File: config.mk
export PLATFORM = sky130hd
export DESIGN_NAME = card_sc_irq
export DESIGN_NICKNAME = d
export VERILOG_FILES = /design/src/rtl/card_sc_irq.sv
export SDC_FILE = /design/constraint.sdc
export NUM_CORES = 1
export LEC_CHECK = 0
export BUFFER_PORTS_ARGS = -buffer_cell sky130_fd_sc_hd__buf_4
export CAP_MARGIN = 10
export CORE_AREA = 2 2 104 81
export DETAILED_ROUTE_END_ITERATION = 6
export DIE_AREA = 0 0 106 83
export PLACE_DENSITY = 0.57
export SLEW_MARGIN = 10
export SYNTH_ARGS = -nofsm -noshare
export SYNTH_HDL_FRONTEND = slang
export SYNTH_SLANG_ARGS = --single-unit
File: constraint.sdc
create_clock -name clk -period 2 [get_ports clk]
set_clock_uncertainty 0.2 [all_clocks]
set_input_delay 0.2 -clock clk [delete_from_list [all_inputs] [get_ports clk]]
set_output_delay 0.2 -clock clk [all_outputs]
set_load 0.05 [all_outputs]
File: src/rtl/card_sc_irq.sv
module card_sc_irq #(
  parameter int SYNC_STAGES = 2
) (
  input  logic        clk,
  input  logic        rst_n,
  input  logic [7:0]  card_in,
  input  logic [3:0]  io_in,
  input  logic        tmo_pulse,
  input  logic        reg_wr,
  input  logic [1:0]  reg_sel,
  input  logic [15:0] reg_wdata,
  output logic [15:0] reg_rdata,
  output logic [1:0]  host_irq
);
  localparam int NPIN = 12;
  localparam int NSRC = 6;

  logic [NPIN-1:0] sync_q [SYNC_STAGES];
  logic [7:0]      prev_q;
  logic [NSRC-1:0] chg_q, en_q, dg_q;
  logic            io_mode, io_ie, io_line, sc_line, diag_en;

  wire [NPIN-1:0] pin_s = sync_q[SYNC_STAGES-1];
  wire wr_a    = reg_wr && reg_sel == 2'd0;
  wire wr_b    = reg_wr && reg_sel == 2'd1;
  wire wr_stat = reg_wr && reg_sel == 2'd2;
  wire unused_wdata = &{1'b0, reg_wdata[15:14], reg_wdata[7:4]};

  always_ff @(posedge clk or negedge rst_n) begin
    if (!rst_n) begin
      for (int i = 0; i < SYNC_STAGES; i++) sync_q[i] <= '0;
    end else begin
      sync_q[0] <= {io_in, card_in};
      for (int i = 1; i < SYNC_STAGES; i++) sync_q[i] <= sync_q[i-1];
    end
  end

  logic [7:0] card_eff;
  assign card_eff = diag_en ? {dg_q[5], dg_q[5], dg_q[4], dg_q[3], dg_q[2], dg_q[1], dg_q[0], pin_s[0]}
                            : pin_s[7:0];

  wire [7:0]      diff    = card_eff ^ prev_q;
  wire [NSRC-1:0] set_chg = {diff[7] | diff[6], diff[5], diff[4], diff[3], diff[2], tmo_pulse};
  wire [NSRC-1:0] clr_chg = wr_stat ? reg_wdata[13:8] : '0;

  always_ff @(posedge clk or negedge rst_n) begin
    if (!rst_n) begin
      prev_q  <= '0;
      chg_q   <= '0;
      en_q    <= '0;
      dg_q    <= '0;
      io_mode <= 1'b0;
      io_ie   <= 1'b0;
      io_line <= 1'b0;
      sc_line <= 1'b0;
      diag_en <= 1'b0;
    end else begin
      prev_q <= card_eff;
      chg_q  <= (chg_q & ~clr_chg) | set_chg;
      if (wr_a) begin
        en_q    <= reg_wdata[13:8];
        sc_line <= reg_wdata[3];
        io_line <= reg_wdata[2];
        io_ie   <= reg_wdata[1];
        io_mode <= reg_wdata[0];
      end
      if (wr_b) begin
        dg_q    <= reg_wdata[6:1];
        diag_en <= reg_wdata[0];
      end
    end
  end

  wire sc_irq = |(chg_q & en_q);
  wire io_req = io_mode && pin_s[9];
  wire io_irq = io_req && io_ie;

  assign host_irq[0] = (sc_irq && !sc_line) || (io_irq && !io_line);
  assign host_irq[1] = (sc_irq &&  sc_line) || (io_irq &&  io_line);

  wire [7:0]  live   = io_mode ? {card_eff[7:6], pin_s[11:8], card_eff[1:0]} : card_eff;
  wire [15:0] status = {io_req, sc_irq, chg_q, live};

  always_comb begin
    case (reg_sel)
      2'd0:    reg_rdata = {2'b00, en_q, 4'b0000, sc_line, io_line, io_ie, io_mode};
      2'd1:    reg_rdata = {9'd0, dg_q, diag_en};
      2'd2:    reg_rdata = status;
      default: reg_rdata = 16'h0000;
    endcase
  end
endmodule

==> flow_metrics.tcl <==
set metrics [dict create \
    status "finished with violations" \
    violations "setup timing" \
    hold-path-cell-count 3 \
    worst_slack_ns -0.07218 \
    drc 0 \
    hold_violations 0 \
    syn_area_um2 2137 \
    yosysTopAreaCellShare_pct 62.06 \
    final_area_um2 3048 \
    cap_viol_max_count 0 \
    reg2reg_depth 5 \
    cts_tree "yes" \
    grt_util_all_layers_pct 11.66 \
    critical_path_class "flip-flop to primary output" \
    slew_violations 0 \
    rows 28 \
    port_buffers 48 \
    syn_to_final_growth_pct 42.62 \
    gp_congestion 0.7228 \
    arrival_ns 1.67 \
    antenna_found_initial 0 \
    final_cells 351 \
    slew_headroom_pct 56.29 \
    finalCritPeriodShare_pct 103.6 \
    setup_viol 3 \
    period_minus_slack_ns 2.072 \
    grt_pass1_vias 1652 \
    clock_latency_ns 0.30 \
    yosys_register_bits 53 \
    tightest_slew_ns 0.6556 \
    drive_gt1_share_pct 30.49 \
    viasPerCell 4.311 \
    path_clk_slew_ns 0.09 \
    total_power_w 0.002624 \
    cp_max_fo 4 \
    placed_area_um2 2614 \
    routed_wl_um 4837 \
    power-per-cell-area_nw_per_um2 860.8 \
    ys_warn_count 0 \
    rsz0062_at_grt "yes" \
    die_x_um 106 \
    synth_cell_types 33 \
    cp-end-kind "primary output" \
    cp-start-kind "flip-flop" \
    drtIter0Drc 67 \
    dpl.hpwl_um 3355 \
    synth_top_cell_by_area "dfrtp_1" \
    syn-instance-count 162 \
    ant_nets 0 \
    max-vdd-ir-drop_mv 0.4507 \
    p_leak_nw 1.387 \
    hold_slack_ns 0.1302 \
    die-area_um2 8798 \
    wl_per_cell_um 13.78 \
    root_buffer "clkbuf_8" \
    die_h_um 83 \
    via_count 1513 \
    cp.required_ns 1.60 \
    clock_sink_count 53 \
    seq_area_frac_synth_pct 62.06 \
    grt_start_max_net_pins 54 \
    antennaDiodeCount 0 \
    place_inst 312 \
    numCtsBuffers 5 \
    min_path_type "input pin to flip-flop" \
    core_area_um2 7742 \
    synthTopCellsByArea "dfrtp_1, mux2_1, mux2i_1" \
    h-tree-depth 2 \
    postSynthAreaPerCell_um2 13.19 \
    finalNetCount 279 \
    initial_utilization_pct 27.60 \
    clock.fmax_mhz 482.6 \
    clock_path_buffers 2 \
    grt-ovfl-total 0 \
    first_pass_iters 4 \
    syn_nets 196 \
    grt_pass1_wl_um 7948 \
    io-pin-count 52 \
]
[registers in the layout (all words and copies together) (netlist names)]
| name | flops |
|---|---|
| chg_q | 6 |
| dg_q | 6 |
| diag_en | 1 |
| en_q | 6 |
| io_ie | 1 |
| io_line | 1 |
| io_mode | 1 |
| pin_s | 12 |
| prev_q | 6 |
| sc_line | 1 |
| sync_q | 12 |
[layer usage]
metal | wire length, um | global-route usage (%) | up-vias
met4 | 64 | 3.349 | 0
met1 | 2411 | 16.05 | 738
met3 | 203 | 2.904 | 10
li1 | - | - | 724
met5 | 0 | 0 | -
met2 | 2157 | 18.24 | 41
[logic make-up (layout without fill, tap and decap cells)]
family / count (synthesis) / after routing / synth area share, %
flops: 53 / 53 / 62.06
simple gates: 36 / 36 / 8.783
compound gates: 25 / 25 / 7.903
xor+xnor: 6 / 6 / 2.459
mux: 31 / 31 / 15.98
buf+inv: 11 / 95 / 2.810
[final cells by class]
cell class                      count  area [um^2]
Clock buffer                        6        72.57
Clock inverter                      2        15.01
Fill cell                         775         4695
Inverter                            4        15.01
Multi-Input combinational cell     98        774.5
Sequential cell                    53         1328
Tap cell                          105        131.4
Timing Repair Buffer               83        711.9
[cells in the mapped netlist]
| master | instances |
|---|---|
| nand3b_4 | 1 |
| inv_1 | 4 |
| nor3b_1 | 1 |
| o21ai_1 | 3 |
| o21ai_0 | 4 |
| mux2i_1 | 12 |
| a221o_1 | 1 |
| buf_4 | 4 |
| mux2_1 | 13 |
| nand3_1 | 1 |
| a21oi_1 | 1 |
| dfrtp_1 | 53 |
| xnor2_1 | 2 |
| nand2_1 | 13 |
| xor2_1 | 4 |
| a22o_1 | 1 |
| a21o_1 | 6 |
| buf_2 | 3 |
| a22oi_1 | 3 |
| mux2_4 | 2 |
| and2_1 | 1 |
| and3b_1 | 1 |
| a211oi_1 | 2 |
| and3_1 | 2 |
| nor2b_1 | 1 |
| nor2_1 | 11 |
| nor3b_2 | 1 |
| and2b_1 | 1 |
| o22ai_1 | 3 |
| mux2_2 | 4 |
| nor3_1 | 1 |
| nand2b_1 | 1 |
| a211o_1 | 1 |
[final timing paths]
check,startpoint,end,slack (ns)
worst max-delay path,diag_en,reg_rdata[5],-0.07
worst min-delay path,reg_wr,dg_q[5],0.13
worst max register to register,diag_en,chg_q[3],0.32
worst min register to register,sync_q[18],pin_s[6],0.16
max in group asynchronous,rst_n,diag_en,0.85
min in group asynchronous,rst_n,en_q[3],0.28
[stage by stage]
stage	setup TNS, ns	setup WS [ns]	utilization [%]
2_1_floorplan	0	0.01647	-
3_3_place_gp	0	0.1696	33.76
3_5_place_dp	0	0.1749	33.76
4_1_cts	-0.1639	-0.06296	38.96
5_1_grt	-0.4548	-0.1391	39.37
6_report	-0.1337	-0.07218	39.37
[timing repair]
item,CTS,global route
hold buffers,28,0
hold endpoints to repair,87,0
endpoints found under the setup margin,6,6
setup buffers,1,2
gates resized for setup,8,4
pin swaps,0,2
[cells in the final DEF, fill, tap and decap left out, drive strengths merged]
cell          n
a221o         1
nor3b         2
nand3         1
and2          1
nand2b        1
and3b         1
nor2         11
buf          55
dfrtp        53
xnor2         2
a211oi        2
xor2          4
a21o          6
a22o          1
dlygate4sd3  28
nor2b         1
nor3          1
clkinvlp      2
and3          2
nand3b        1
and2b         1
mux2i        12
nand2        13
a211o         1
inv           4
o21ai         7
a22oi         3
mux2         19
clkbuf        6
a21oi         1
o22ai         3
[critical path: stages (launching register included)]
cell and delay [ns]:
dfrtp_2 0.46, buf_4 0.16, mux2_4 0.32, mux2i_2 0.18
o21ai_2 0.09, buf_6 0.17
[power by group]
| group | total (W) | internal (W) | leakage [nW] | switching (W) |
|---|---|---|---|---|
| Clock | 0.000589 | 0.000247 | 0.0374 | 0.000342 |
| Combinational | 0.000745 | 0.000339 | 0.744 | 0.000406 |
| Sequential | 0.00129 | 0.00120 | 0.606 | 0.0000919 |
| Total | 0.00262 | 0.00178 | 1.39 | 0.000839 |
Note: power is estimated with default switching activity, not from simulation.
